File: src/rtl/synth_pkg.sv
package synth_pkg;

    typedef enum logic [2:0] {
        TM_MANUAL = 3'b000,
        TM_AUTO   = 3'b001,
        TM_OFF_A  = 3'b010,
        TM_OFF_B  = 3'b011,
        TM_REFMON = 3'b100,
        TM_DIVMON = 3'b101,
        TM_SINK   = 3'b110,
        TM_SOURCE = 3'b111
    } tmode_e;

    localparam int unsigned RATIO_SHORT = 512;
    localparam int unsigned RATIO_MID   = 640;
    localparam int unsigned RATIO_LONG  = 1024;

    // Select B low wins; otherwise select A picks the short ratio.
    function automatic int unsigned ratio_pick(input logic sel_a, input logic sel_b);
        if (!sel_b)
            return RATIO_MID;
        else if (sel_a)
            return RATIO_SHORT;
        else
            return RATIO_LONG;
    endfunction

endpackage

File: src/rtl/synth_ref_div.sv
module synth_ref_div #(
    parameter int CNT_W = 10
) (
    input  logic clk,
    input  logic rst_n,
    input  logic tick,
    input  logic sel_a,
    input  logic sel_b,
    output logic cmp_ev,
    output logic cmp_sq
);
    import synth_pkg::*;

    typedef struct packed {
        logic [CNT_W-1:0] cnt;
        logic             ev;
        logic             sq;
    } rdiv_t;

    rdiv_t st_d, st_q;
    logic [CNT_W-1:0] lim;
    logic [CNT_W-1:0] half;

    always_comb begin
        lim  = CNT_W'(ratio_pick(sel_a, sel_b) - 1);
        half = CNT_W'(ratio_pick(sel_a, sel_b) / 2);
        st_d    = st_q;
        st_d.ev = 1'b0;
        if (tick) begin
            if (st_q.cnt >= lim) begin
                st_d.cnt = '0;
                st_d.ev  = 1'b1;
            end else begin
                st_d.cnt = st_q.cnt + 1'b1;
            end
        end
        st_d.sq = (st_d.cnt >= half);
    end

    always_ff @(posedge clk) begin
        if (!rst_n)
            st_q <= '0;
        else
            st_q <= st_d;
    end

    assign cmp_ev = st_q.ev;
    assign cmp_sq = st_q.sq;
endmodule

File: src/rtl/synth_prog_div.sv
module synth_prog_div #(
    parameter int N_W = 15
) (
    input  logic           clk,
    input  logic           rst_n,
    input  logic           tick,
    input  logic [N_W-1:0] n_val,
    output logic           div_ev,
    output logic           div_half
);
    localparam logic [N_W-1:0] N_MIN = N_W'(2);

    typedef struct packed {
        logic [N_W-1:0] cnt;
        logic           ev;
        logic           half;
    } pdiv_t;

    pdiv_t st_d, st_q;
    logic [N_W-1:0] n_eff;

    always_comb begin
        n_eff   = (n_val < N_MIN) ? N_MIN : n_val;
        st_d    = st_q;
        st_d.ev = 1'b0;
        if (tick) begin
            if (st_q.cnt >= n_eff - 1'b1) begin
                st_d.cnt = '0;
                st_d.ev  = 1'b1;
            end else begin
                st_d.cnt = st_q.cnt + 1'b1;
            end
        end
        if (st_d.ev)
            st_d.half = ~st_q.half;
    end

    always_ff @(posedge clk) begin
        if (!rst_n)
            st_q <= '0;
        else
            st_q <= st_d;
    end

    assign div_ev   = st_q.ev;
    assign div_half = st_q.half;
endmodule

File: src/rtl/synth_pfd.sv
module synth_pfd (
    input  logic clk,
    input  logic rst_n,
    input  logic ref_ev,
    input  logic div_ev,
    output logic up,
    output logic dn
);
    typedef struct packed {
        logic up;
        logic dn;
    } pfd_t;

    pfd_t st_d, st_q;
    logic up_n, dn_n;

    always_comb begin
        up_n = st_q.up | ref_ev;
        dn_n = st_q.dn | div_ev;
        if (up_n && dn_n) begin
            st_d.up = 1'b0;
            st_d.dn = 1'b0;
        end else begin
            st_d.up = up_n;
            st_d.dn = dn_n;
        end
    end

    always_ff @(posedge clk) begin
        if (!rst_n)
            st_q <= '0;
        else
            st_q <= st_d;
    end

    assign up = st_q.up;
    assign dn = st_q.dn;
endmodule

File: src/rtl/synth_lock_det.sv
module synth_lock_det #(
    parameter int W_W    = 8,
    parameter int GOOD_N = 4
) (
    input  logic           clk,
    input  logic           rst_n,
    input  logic           ref_ev,
    input  logic           up,
    input  logic           dn,
    input  logic [W_W-1:0] thr,
    output logic           locked
);
    localparam int GOOD_W = $clog2(GOOD_N + 1);
    localparam logic [GOOD_W-1:0] GOOD_LIM = GOOD_W'(GOOD_N);

    typedef struct packed {
        logic [W_W-1:0]    wcnt;
        logic [GOOD_W-1:0] good;
        logic              locked;
    } lock_t;

    lock_t st_d, st_q;
    logic  period_ok;

    always_comb begin
        st_d      = st_q;
        period_ok = (st_q.wcnt < thr);
        if ((up || dn) && (st_q.wcnt != '1))
            st_d.wcnt = st_q.wcnt + 1'b1;
        if (ref_ev) begin
            st_d.wcnt = '0;
            if (period_ok) begin
                if (st_q.good != GOOD_LIM)
                    st_d.good = st_q.good + 1'b1;
                st_d.locked = (st_d.good == GOOD_LIM);
            end else begin
                st_d.good   = '0;
                st_d.locked = 1'b0;
            end
        end
    end

    always_ff @(posedge clk) begin
        if (!rst_n)
            st_q <= '0;
        else
            st_q <= st_d;
    end

    assign locked = st_q.locked;
endmodule

File: src/rtl/synth_cp_ctrl.sv
module synth_cp_ctrl (
    input  logic [2:0] test_mode,
    input  logic       cp_high,
    input  logic       up,
    input  logic       dn,
    input  logic       locked,
    input  logic       ref_sq,
    input  logic       div_half,
    input  logic       three_wire,
    output logic       pump_en,
    output logic       pump_src,
    output logic       pump_hi,
    output logic       auto_flag,
    output logic       mon_out,
    output logic       mon_oe
);
    import synth_pkg::*;

    tmode_e mode;

    always_comb begin
        mode      = tmode_e'(test_mode);
        auto_flag = !((mode == TM_AUTO) && locked);
        pump_hi   = cp_high && auto_flag;
        pump_en   = up || dn;
        pump_src  = up;
        mon_oe    = three_wire;
        mon_out   = three_wire && !locked;
        unique case (mode)
            TM_OFF_A, TM_OFF_B: begin
                pump_en  = 1'b0;
                pump_src = 1'b0;
            end
            TM_SINK: begin
                pump_en  = 1'b1;
                pump_src = 1'b0;
            end
            TM_SOURCE: begin
                pump_en  = 1'b1;
                pump_src = 1'b1;
            end
            TM_REFMON: begin
                mon_oe  = 1'b1;
                mon_out = ref_sq;
            end
            TM_DIVMON: begin
                mon_oe  = 1'b1;
                mon_out = div_half;
            end
            default: ;
        endcase
    end
endmodule

File: src/rtl/synth_core.sv
module synth_core #(
    parameter int REF_W  = 10,
    parameter int N_W    = 15,
    parameter int W_W    = 8,
    parameter int GOOD_N = 4
) (
    input  logic           clk,
    input  logic           rst_n,
    input  logic           ref_tick,
    input  logic           vco_tick,
    input  logic [N_W-1:0] n_div,
    input  logic           ratio_sel_a,
    input  logic           ratio_sel_b,
    input  logic [2:0]     test_mode,
    input  logic           cp_high,
    input  logic           tune_off,
    input  logic           three_wire,
    input  logic [W_W-1:0] lock_thr,
    output logic           pfd_up,
    output logic           pfd_dn,
    output logic           pump_en,
    output logic           pump_src,
    output logic           pump_hi,
    output logic           auto_sw_flag,
    output logic           in_lock,
    output logic           mon_out,
    output logic           mon_oe,
    output logic           tune_hiz
);
    logic cmp_ev, cmp_sq, div_ev, div_half;

    synth_ref_div #(.CNT_W(REF_W)) u_ref (
        .clk(clk), .rst_n(rst_n), .tick(ref_tick),
        .sel_a(ratio_sel_a), .sel_b(ratio_sel_b),
        .cmp_ev(cmp_ev), .cmp_sq(cmp_sq)
    );

    synth_prog_div #(.N_W(N_W)) u_prog (
        .clk(clk), .rst_n(rst_n), .tick(vco_tick), .n_val(n_div),
        .div_ev(div_ev), .div_half(div_half)
    );

    synth_pfd u_pfd (
        .clk(clk), .rst_n(rst_n), .ref_ev(cmp_ev), .div_ev(div_ev),
        .up(pfd_up), .dn(pfd_dn)
    );

    synth_lock_det #(.W_W(W_W), .GOOD_N(GOOD_N)) u_lock (
        .clk(clk), .rst_n(rst_n), .ref_ev(cmp_ev), .up(pfd_up), .dn(pfd_dn),
        .thr(lock_thr), .locked(in_lock)
    );

    synth_cp_ctrl u_cp (
        .test_mode(test_mode), .cp_high(cp_high), .up(pfd_up), .dn(pfd_dn),
        .locked(in_lock), .ref_sq(cmp_sq), .div_half(div_half),
        .three_wire(three_wire), .pump_en(pump_en), .pump_src(pump_src),
        .pump_hi(pump_hi), .auto_flag(auto_sw_flag), .mon_out(mon_out),
        .mon_oe(mon_oe)
    );

    assign tune_hiz = tune_off;
endmodule

File: config.mk
export PLATFORM = sky130hd
export DESIGN_NAME = synth_core
export DESIGN_NICKNAME = d
export VERILOG_FILES = /design/src/rtl/synth_pkg.sv /design/src/rtl/synth_ref_div.sv /design/src/rtl/synth_prog_div.sv /design/src/rtl/synth_pfd.sv /design/src/rtl/synth_lock_det.sv /design/src/rtl/synth_cp_ctrl.sv /design/src/rtl/synth_core.sv
export SDC_FILE = /design/constraint.sdc
export NUM_CORES = 1
export LEC_CHECK = 0
export CORE_MARGIN = 8
export CORE_UTILIZATION = 40
export CTS_BUF_LIST = sky130_fd_sc_hd__clkbuf_4 sky130_fd_sc_hd__clkbuf_8 sky130_fd_sc_hd__clkbuf_16
export CTS_CLUSTER_DIAMETER = 60
export DETAILED_ROUTE_END_ITERATION = 6
export PLACE_DENSITY = 0.59
export SYNTH_ARGS = -nofsm -noshare
export SYNTH_HDL_FRONTEND = slang
export SYNTH_SLANG_ARGS = --single-unit
File: constraint.sdc
create_clock -name clk -period 7.7 [get_ports clk]
set_input_delay 1.54 -clock clk [delete_from_list [all_inputs] [get_ports clk]]
set_output_delay 1.54 -clock clk [all_outputs]
set_load 0.02 [all_outputs]
==> flow_metrics.env, run 1 <==
export IMPL_synth_seq_area_share=0.2974
export IMPL_synth_mux_area_frac=0.01124
export IMPL_required_ns=7.92
export IMPL_status="completed"
export IMPL_yosys_area_share_simple=0.2659
export IMPL_cts_inserted_buffers=5
export IMPL_regToRegEndpoint="u_prog.st_q[16]"
export IMPL_clock_root_buffer="clkbuf_8"
export IMPL_grt_usage=0.1252
export IMPL_worstSetupPathType="in2reg"
export IMPL_ant_nets=0
export IMPL_clock_sinks=43
export IMPL_vias=2494
export IMPL_grt_overflow_total=0
export IMPL_p_total_mw=0.4372
export IMPL_worstSkewPairLatency_ns=0.29
export IMPL_h_tree_depth=2
export IMPL_max_slew_margin_rel=0.3250
export IMPL_wl_per_cell_um=12.39
export IMPL_antenna_found_initial=0
export IMPL_hold_violations=0
export IMPL_hold_buffers=0
export IMPL_rrSetupSlack_ns=5.18
export IMPL_grt_pass1_wl_um=10540
export IMPL_slew_violations=0
export IMPL_syn_area_per_cell_sq_um=8.039
export IMPL_cts_buffer_depth=2
export IMPL_path_clk_slew_ns=0.08
export IMPL_avgViaCountPerCell=4.968
export IMPL_arrival_ns=5.76
export IMPL_worstRegToRegCells=8
export IMPL_final_common_cell="nor2_1"
export IMPL_post_route_period_util=0.7202
export IMPL_fmax_ghz=0.1803
export IMPL_drv_cap=0
export IMPL_layout_common_cells="52 x nor2_1, 43 x dfxtp_1, 42 x clkdlybuf4s50_1, 34 x ha_1, 31 x nand2_1"
export IMPL_grt_pass1_vias=2362
export IMPL_min_to="u_pfd.up"
export IMPL_drive_above_1_share=0.04218
export IMPL_path_max_fanout=14
export IMPL_startpoint_type="primary input"
export IMPL_synth_nets=429
export IMPL_area_growth_pct=21.18
export IMPL_cts_resized=0
export IMPL_ys_warn_count=0
export IMPL_io_pins=45
export IMPL_min_from="u_prog.div_ev"
export IMPL_synth_fa_ha_area_frac=0.1470
export IMPL_holdPathStages=3
export IMPL_p_leak_nw=1.430
export IMPL_synth_cell_type_count=45
export IMPL_dieArea_sq_mm=0.01021
export IMPL_cts_tree="built"
export IMPL_die_y_um=101.1
export IMPL_firstDrtPassIters=4
export IMPL_hpwlAfterDp_um=4959
export IMPL_syn_cell_area_sq_mm=0.002894
export IMPL_core_area_sq_mm=0.007137
export IMPL_tightest_slew_ns=1.006
export IMPL_synth_top_family_by_area="simple AND/OR/NAND/NOR gates"
export IMPL_rows=31
export IMPL_drc_errors=0
export IMPL_initial_core_util=0.4055
export IMPL_n_antenna_cell=0
export IMPL_post_cts_buffers=0
export IMPL_setup_tns_ns=0
export IMPL_gp_congestion=0.8578
export IMPL_clock_skew_final_ns=0.004854
export IMPL_totalWireLength_um=6220
export IMPL_rsz0062_at_grt="no"
export IMPL_fin_nets=471
export IMPL_synth_edf_count=0
export IMPL_synth_compound_area_frac=0.1185
export IMPL_end_kind="flop"
export IMPL_synth_cells=360
export IMPL_timing_rr_start="u_prog.st_q[2]"
export IMPL_finalWorstPathRequiredPeriod_ns=5.546
export IMPL_portBuffers=42
export IMPL_p_per_area_mw_per_mm2=124.7
export IMPL_ys_flop_type="dfxtp_1"
export IMPL_synth_xor_area_share=0.1211
export IMPL_async_flop_share=0
export IMPL_ys_ff_latch=43
export IMPL_vdd_drop_max_uv=85.64
export IMPL_grt_start_max_net_pins=15
export IMPL_hold_class="reg2reg"
export IMPL_die_width_um=101.1
export IMPL_drt_iter0_markers=113
export IMPL_setup_violations=0
==> critical path: stages <==
cell             delay (ns)
clkdlybuf4s50_1        0.49
or4_4                  0.55
nor4_4                 0.26
and3_4                 0.27
nand2b_1               0.13
ha_1                   0.21
nand2b_1               0.11
nor4_1                 0.24
xnor2_1                0.16
ha_1                   0.27
a21oi_1                0.14
o21a_1                 0.13
o21ai_0                0.08
a211oi_1               0.52
o21ai_1                0.46
nor2_1                 0.20
==> registers in the layout (all words and copies together), names as in the netlist <==
name	count
u_pfd.up	1
u_ref.cmp_sq	1
u_prog.st_q	15
u_prog.div_ev	1
u_ref.cmp_ev	1
u_prog.div_half	1
u_lock.locked	1
u_ref.st_q	10
u_lock.st_q	11
u_pfd.dn	1
==> cell usage after synthesis, drive strengths merged (3+ instances only) <==
cell type / number / area share
nor2: 52 / 0.067
dfxtp: 43 / 0.30
ha: 34 / 0.15
nand2: 31 / 0.040
xor2: 26 / 0.079
inv: 22 / 0.029
a21oi: 20 / 0.035
nand4: 15 / 0.032
nor3: 14 / 0.024
o21ai: 14 / 0.024
xnor2: 14 / 0.042
nand3: 10 / 0.017
clkbuf: 6 / 0.0078
nand2b: 6 / 0.013
and3: 5 / 0.013
or3: 5 / 0.011
a21o: 4 / 0.010
nor4: 4 / 0.016
a211oi: 3 / 0.0078
a31oi: 3 / 0.0065
and2: 3 / 0.0065
or2: 3 / 0.0065
==> cell type report <==
type | count | area, sq um
clock buffers | 7 | 90.09
clock inverters | 1 | 8.758
fillers | 719 | 3630
inverters | 22 | 82.58
multi-input cells | 288 | 1921
flip-flops and latches | 43 | 860.8
well taps | 99 | 123.9
repair buffers | 42 | 420.4
==> cells by family after synthesis <==
kind of cell             count (synthesis)
AO/OA/AOI/OAI                           56
XOR/XNOR                                40
flip-flops                              43
AND/OR/NAND/NOR                        155
multiplexers                             3
adder cells (fa/ha/maj)                 34
buffers and inverters                   29
==> layer usage <==
metal  track usage  share of wire
met1        0.1625           0.50
met2        0.2024           0.46
met3       0.03039          0.032
met4       0.02864         0.0045
met5             0              0
==> worst max-delay path by stage <==
| stage | start | end |
|---|---|---|
| 2_1_floorplan | n_div[5] | u_prog.st_q[10] |
| 3_3_place_gp | n_div[5] | u_prog.st_q[8] |
| 3_5_place_dp | n_div[3] | u_prog.st_q[16] |
| 4_1_cts | n_div[3] | u_prog.st_q[10] |
| 5_1_grt | n_div[3] | u_prog.st_q[14] |
| 6_report | n_div[3] | u_prog.st_q[16] |
==> stage by stage <==
step,hold WS [ns],instances,setup WS (ns),util,instance area (sq um)
floorplan,0.4552,360,2.890,-,2894
global placement,0.4917,494,1.947,0.4776,3408
detailed placement,0.4944,494,1.860,0.4776,3408
CTS,0.5026,502,2.137,0.4914,3507
global route,0.5644,502,1.721,0.4914,3507
finish,0.5073,502,2.154,0.4914,3507
==> power by group <==
part           leakage, nW  switching, mW  internal, mW
Combinational         1.03         0.0293        0.0321
Sequential           0.347        0.00298         0.224
Clock               0.0519         0.0717        0.0769
Power figures use the tool's default switching activity.
==> run 2: changes to the inputs <==
--- a/config.mk
+++ b/config.mk
@@ -10,7 +10,7 @@
 export CTS_BUF_LIST = sky130_fd_sc_hd__clkbuf_4 sky130_fd_sc_hd__clkbuf_8 sky130_fd_sc_hd__clkbuf_16
 export CTS_CLUSTER_DIAMETER = 60
 export DETAILED_ROUTE_END_ITERATION = 6
-export PLACE_DENSITY = 0.59
+export PLACE_DENSITY = 0.62
 export SYNTH_ARGS = -nofsm -noshare
 export SYNTH_HDL_FRONTEND = slang
 export SYNTH_SLANG_ARGS = --single-unit
==> constraint.sdc (replaced) <==
create_clock -name clk -period 4.8 [get_ports clk]
set_input_delay 0.96 -clock clk [delete_from_list [all_inputs] [get_ports clk]]
set_output_delay 0.96 -clock clk [all_outputs]
set_load 0.02 [all_outputs]
==> run 2 against run 1 <==
Against the previous run:
- combinational power up 63%
- hold slack worse by 0.0092 ns
- final area up 1.2%
- non-clock buffer count up 5
- core utilization up 0.60 points
- clock-buffer cell count up 1
- total power up 65%
- sequential share of layout area down 0.29 points
- clock skew up 0.0030 ns
- cell count up 1.0%
- largest cell class unchanged
==> flow_metrics.env, run 2 (same netlist as run 1, synthesis figures left out) <==
export IMPL_antenna_found_initial=0
export IMPL_h_tree_depth=2
export IMPL_worstSkewPairLatency_ns=0.29
export IMPL_path_clk_slew_ns=0.07
export IMPL_hold_violations=0
export IMPL_startpoint_type="primary input"
export IMPL_hpwlAfterDp_um=4970
export IMPL_cts_inserted_buffers=5
export IMPL_setup_violations=0
export IMPL_drt_iter0_markers=66
export IMPL_design_area_sq_mm=0.003550
export IMPL_hold_class="reg2reg"
export IMPL_gp_congestion=0.8479
export IMPL_grt_pass1_wl_um=10520
export IMPL_p_leak_nw=1.458
export IMPL_regMostFlops="u_prog.st_q"
export IMPL_io_pins=45
export IMPL_vdd_drop_max_uv=149.3
export IMPL_slew_violations=0
export IMPL_clock_root_buffer="clkbuf_8"
export IMPL_status="completed"
export IMPL_post_route_period_util=0.9209
export IMPL_worstSetupPathType="in2reg"
export IMPL_p_per_area_mw_per_mm2=202.9
export IMPL_avgViaCountPerCell=5.020
export IMPL_end_kind="flop"
export IMPL_ant_nets=0
export IMPL_timing_rr_start="u_ref.st_q[2]"
export IMPL_fmax_ghz=0.2262
export IMPL_hold_buffers=0
export IMPL_cts_resized=0
export IMPL_p_total_mw=0.7203
export IMPL_hold_slack_ns=0.4982
export IMPL_cts_tree="built"
export IMPL_die_y_um=101.1
export IMPL_tightest_slew_ns=0.6294
export IMPL_fin_nets=476
export IMPL_area_growth_pct=22.65
export IMPL_startpoint="n_div[5]"
export IMPL_arrival_ns=4.65
export IMPL_grt_overflow_total=0
export IMPL_firstDrtPassIters=4
export IMPL_drv_cap=0
export IMPL_rsz0062_at_grt="no"
export IMPL_rows=31
export IMPL_grt_start_max_net_pins=13
export IMPL_cts_buffer_depth=2
export IMPL_grt_usage=0.1241
export IMPL_fill_cells=719
export IMPL_clock_skew_final_ns=0.007822
export IMPL_max_slew_margin_rel=0.5769
export IMPL_finalWorstPathRequiredPeriod_ns=4.420
export IMPL_place_area_sq_mm=0.003446
export IMPL_final_common_cell="nor2_1"
export IMPL_dieArea_sq_mm=0.01021
export IMPL_portBuffers=42
export IMPL_utilization=0.4974
export IMPL_wl_per_cell_um=12.12
export IMPL_clock_sinks=43
export IMPL_largest_register_ffs=15
export IMPL_totalWireLength_um=6147
export IMPL_drive_above_1_share=0.05392
export IMPL_setup_tns_ns=0
export IMPL_n_antenna_cell=0
export IMPL_grt_pass1_vias=2319
export IMPL_layout_common_cells="52 x nor2_1, 43 x dfxtp_1, 42 x clkdlybuf4s50_1, 34 x ha_1, 31 x nand2_1"
export IMPL_die_width_um=101.1
export IMPL_path_max_fanout=7
export IMPL_vias=2545
export IMPL_initial_core_util=0.4055
export IMPL_post_cts_buffers=0
export IMPL_required_ns=5.03
export IMPL_drc_errors=0
export IMPL_reg_top3="u_prog.st_q (15), u_lock.st_q (11), u_ref.st_q (10)"
export IMPL_core_area_sq_mm=0.007137
export IMPL_min_from="u_prog.div_ev"
run 2: changes by cell type in the layout (fill, tap and decap cells not counted), sizes merged:
cell    change
buf         +5
clkbuf      +1
clkinv      -1
run 2: metrics by stage:
stage / setup slack (ns) / instances
after global routing: 0.07233 / 507
after floorplan: 0.5698 / 360
final: 0.3799 / 507
after CTS: 0.3646 / 507
after global placement: 0.1011 / 499
after detailed placement: 0.07765 / 499
run 2: cell type report:
cell class	instances	area, sq um	share of cell area
Multi-Input combinational cell	288	1921	0.5411
Sequential cell	43	860.8	0.2425
Timing Repair Buffer	47	457.9	0.1290
Tap cell	99	123.9	0.03490
Clock buffer	8	103.9	0.02926
Inverter	22	82.58	0.02326
run 2: where the power goes:
group / internal, mW / total, mW / switching [mW]
Sequential: 0.360 / 0.364 / 0.00478
Combinational: 0.0533 / 0.100 / 0.0468
Clock: 0.137 / 0.256 / 0.119
run 2: final timing paths:
path                         end  slack (ns)  cells after the start
setup reg to reg    u_ref.cmp_sq        2.29                      8
setup / recovery  u_prog.st_q[7]        0.38                     17
hold / removal          u_pfd.up        0.50                      3
hold reg to reg         u_pfd.up        0.50                      3
run 2: routing by layer:
| layer | routed length [um] | GRT usage | vias to the layer above |
|---|---|---|---|
| met2 | 2891 | 0.1969 | 29 |
| met5 | 0 | 0 | - |
| met3 | 219 | 0.02693 | 6 |
| met4 | 55 | 0.02520 | 0 |
| li1 | - | - | 1358 |
| met1 | 2981 | 0.1670 | 1152 |
run 2: critical path, cell delays in order:
cell	delay, ns
clkdlybuf4s50_1	0.46
or4_4	0.59
nor4_4	0.18
and3_4	0.24
nand2b_1	0.14
ha_1	0.20
nor2b_1	0.19
nand2_1	0.10
nor3_1	0.18
xnor2_1	0.15
ha_1	0.26
a21oi_1	0.15
o21ai_0	0.11
a211oi_1	0.32
o21ai_1	0.12
buf_4	0.18
nor2_1	0.10
==> run 3: changes to the inputs <==
--- a/config.mk
+++ b/config.mk
@@ -5,7 +5,6 @@
 export SDC_FILE = /design/constraint.sdc
 export NUM_CORES = 1
 export LEC_CHECK = 0
-export CORE_MARGIN = 8
 export CORE_UTILIZATION = 40
 export CTS_BUF_LIST = sky130_fd_sc_hd__clkbuf_4 sky130_fd_sc_hd__clkbuf_8 sky130_fd_sc_hd__clkbuf_16
 export CTS_CLUSTER_DIAMETER = 60
==> constraint.sdc (replaced) <==
create_clock -name clk -period 3.8 [get_ports clk]
set_input_delay 0.76 -clock clk [delete_from_list [all_inputs] [get_ports clk]]
set_output_delay 0.76 -clock clk [all_outputs]
set_load 0.02 [all_outputs]
==> run 3 against run 2 <==
Against the previous run:
- total power increased by 26%
- largest power group unchanged
- register-to-register slack got worse by 0.90 ns
- die area decreased by 26%
- sequential share of layout area is 2.2 points lower
- cell count is 5.5% higher
- highest routed layer unchanged
- critical endpoint is now u_prog.div_half
==> flow_metrics.env, run 3 (same netlist as run 1, synthesis figures left out) <==
export IMPL_fin_nets=507
export IMPL_wl_per_cell_um=12.56
export IMPL_h_tree_depth=2
export IMPL_slew_violations=0
export IMPL_worstSetupPathType="in2reg"
export IMPL_grt_pass1_vias=2503
export IMPL_worstSkewPairLatency_ns=0.30
export IMPL_regMostFlops="u_prog.st_q"
export IMPL_gp_congestion=0.8165
export IMPL_p_leak_nw=1.650
export IMPL_min_from="u_prog.div_ev"
export IMPL_clock_skew_final_ns=0.009789
export IMPL_dp_slack_ns=-0.5566
export IMPL_grt_overflow_total=0
export IMPL_utilization=0.5665
export IMPL_n_antenna_cell=0
export IMPL_vias=2693
export IMPL_design_area_sq_mm=0.003913
export IMPL_initial_core_util=0.4190
export IMPL_arrival_ns=3.92
export IMPL_min_to="u_pfd.up"
export IMPL_holdPathStages=3
export IMPL_path_clk_slew_ns=0.08
export IMPL_grt_start_max_net_pins=14
export IMPL_portBuffers=42
export IMPL_rrSetupSlack_ns=1.39
export IMPL_hold_violations=0
export IMPL_startpoint_type="primary input"
export IMPL_largest_register_ffs=15
export IMPL_regToRegEndpoint="u_ref.cmp_sq"
export IMPL_max_slew_margin_rel=0.6887
export IMPL_grt_usage=0.1831
export IMPL_grt_pass1_wl_um=11120
export IMPL_end_kind="flop"
export IMPL_post_route_period_util=0.9713
export IMPL_core_area_sq_mm=0.006907
export IMPL_die_width_um=87.06
export IMPL_fmax_ghz=0.2709
export IMPL_hold_class="reg2reg"
export IMPL_p_per_area_mw_per_mm2=232.8
export IMPL_antenna_found_initial=0
export IMPL_area_growth_pct=35.19
export IMPL_drt_iter0_markers=88
export IMPL_drv_cap=0
export IMPL_avgViaCountPerCell=5.034
export IMPL_totalWireLength_um=6721
export IMPL_clock_sinks=43
export IMPL_drive_above_1_share=0.1754
export IMPL_io_pins=45
export IMPL_die_y_um=87.06
export IMPL_setup_violations=0
export IMPL_cts_tree="built"
export IMPL_status="completed"
export IMPL_vdd_drop_max_uv=176.7
export IMPL_path_max_fanout=3
export IMPL_place_area_sq_mm=0.003635
export IMPL_cts_inserted_buffers=5
export IMPL_reg_top3="u_prog.st_q (15), u_lock.st_q (11), u_ref.st_q (10)"
export IMPL_firstDrtPassIters=4
export IMPL_rsz0062_at_grt="yes"
export IMPL_fin_ws_ns=0.1091
export IMPL_ant_nets=0
export IMPL_dieArea_sq_mm=0.007579
export IMPL_rows=30
export IMPL_finalWorstPathRequiredPeriod_ns=3.691
export IMPL_timing_rr_start="u_ref.st_q[2]"
export IMPL_hpwlAfterDp_um=4958
export IMPL_drc_errors=0
export IMPL_cts_buffer_depth=2
export IMPL_final_common_cell="nor2_1"
export IMPL_worstRegToRegCells=8
export IMPL_tightest_slew_ns=0.4630
export IMPL_layout_common_cells="47 x nor2_1, 43 x dfxtp_1, 36 x clkdlybuf4s50_1, 33 x ha_1, 33 x buf_4"
export IMPL_required_ns=4.03
export IMPL_clock_root_buffer="clkbuf_8"
-- run 3: cell types whose count changed in the layout (fill, tap and decap cells not counted), sizes merged --
cell / change
buf: +34
clkbuf: -2
clkdlybuf4s15: +1
clkdlybuf4s50: -6
clkinv: +1
clkinvlp: +1
dlymetal6s2s: +2
-- run 3: layout make-up --
cell class / count / area [sq um]
fillers: 658 / 2994
well taps: 96 / 120.1
multi-input cells: 288 / 2056
flip-flops and latches: 43 / 860.8
inverters: 22 / 82.58
clock inverters: 2 / 12.51
clock buffers: 6 / 76.32
repair buffers: 78 / 704.4
-- run 3: critical path: stages --
cell             delay, ns
clkdlybuf4s50_1       0.48
nor4_4                0.32
and3_4                0.23
nand2b_4              0.14
ha_4                  0.14
buf_4                 0.11
nand2b_4              0.06
nor4_4                0.16
xnor2_1               0.11
ha_1                  0.35
buf_4                 0.13
nand4_1               0.10
o21ai_2               0.18
a211oi_4              0.10
buf_4                 0.14
or3_1                 0.30
a21oi_1               0.12
-- run 3: repair_timing --
action | CTS | global route
pin swaps | 20 | 13
hold buffers | 0 | 0
cloned | 1 | 0
buffers inserted | 4 | 5
gates resized for setup | 30 | 15
endpoints found under the setup margin | 17 | 17
-- run 3: report_power, final --
part           internal, mW  switching [mW]  leakage [nW]
sequential            0.454         0.00654         0.347
clock                 0.136           0.157        0.0446
combinational        0.0863          0.0714          1.26
-- run 3: metrics by stage --
stage | cells | setup TNS [ns] | power, mW | hold WS [ns]
6_report | 535 | 0 | 0.9108 | 0.5002
5_1_grt | 535 | -0.08819 | 0.9527 | 0.5374
4_1_cts | 530 | 0 | 0.9110 | 0.4986
3_5_place_dp | 517 | -8.799 | 0.6136 | 0.4957
3_3_place_gp | 517 | -7.127 | 0.6112 | 0.4907
2_1_floorplan | 360 | 0 | 0.5342 | 0.4552
-- run 3: how the worst max path moves through the flow --
stage / startpoint / to / cells after the start
after floorplan: n_div[5] / u_prog.st_q[10] / 16
final: n_div[9] / u_prog.div_half / 17
after detailed placement: n_div[5] / u_prog.st_q[9] / 17
after global routing: n_div[4] / u_prog.div_half / 17
after global placement: n_div[5] / u_prog.div_half / 17
after CTS: n_div[4] / u_prog.st_q[10] / 17
-- run 3: layer usage --
| layer | vias up | track usage | share of wire |
|---|---|---|---|
| met2 | 30 | 0.3042 | 0.47 |
| met4 | 0 | 0.04394 | 0.0088 |
| met3 | 7 | 0.03223 | 0.027 |
| met1 | 1248 | 0.2454 | 0.49 |
| li1 | 1408 | - | - |
| met5 | - | 0 | 0 |
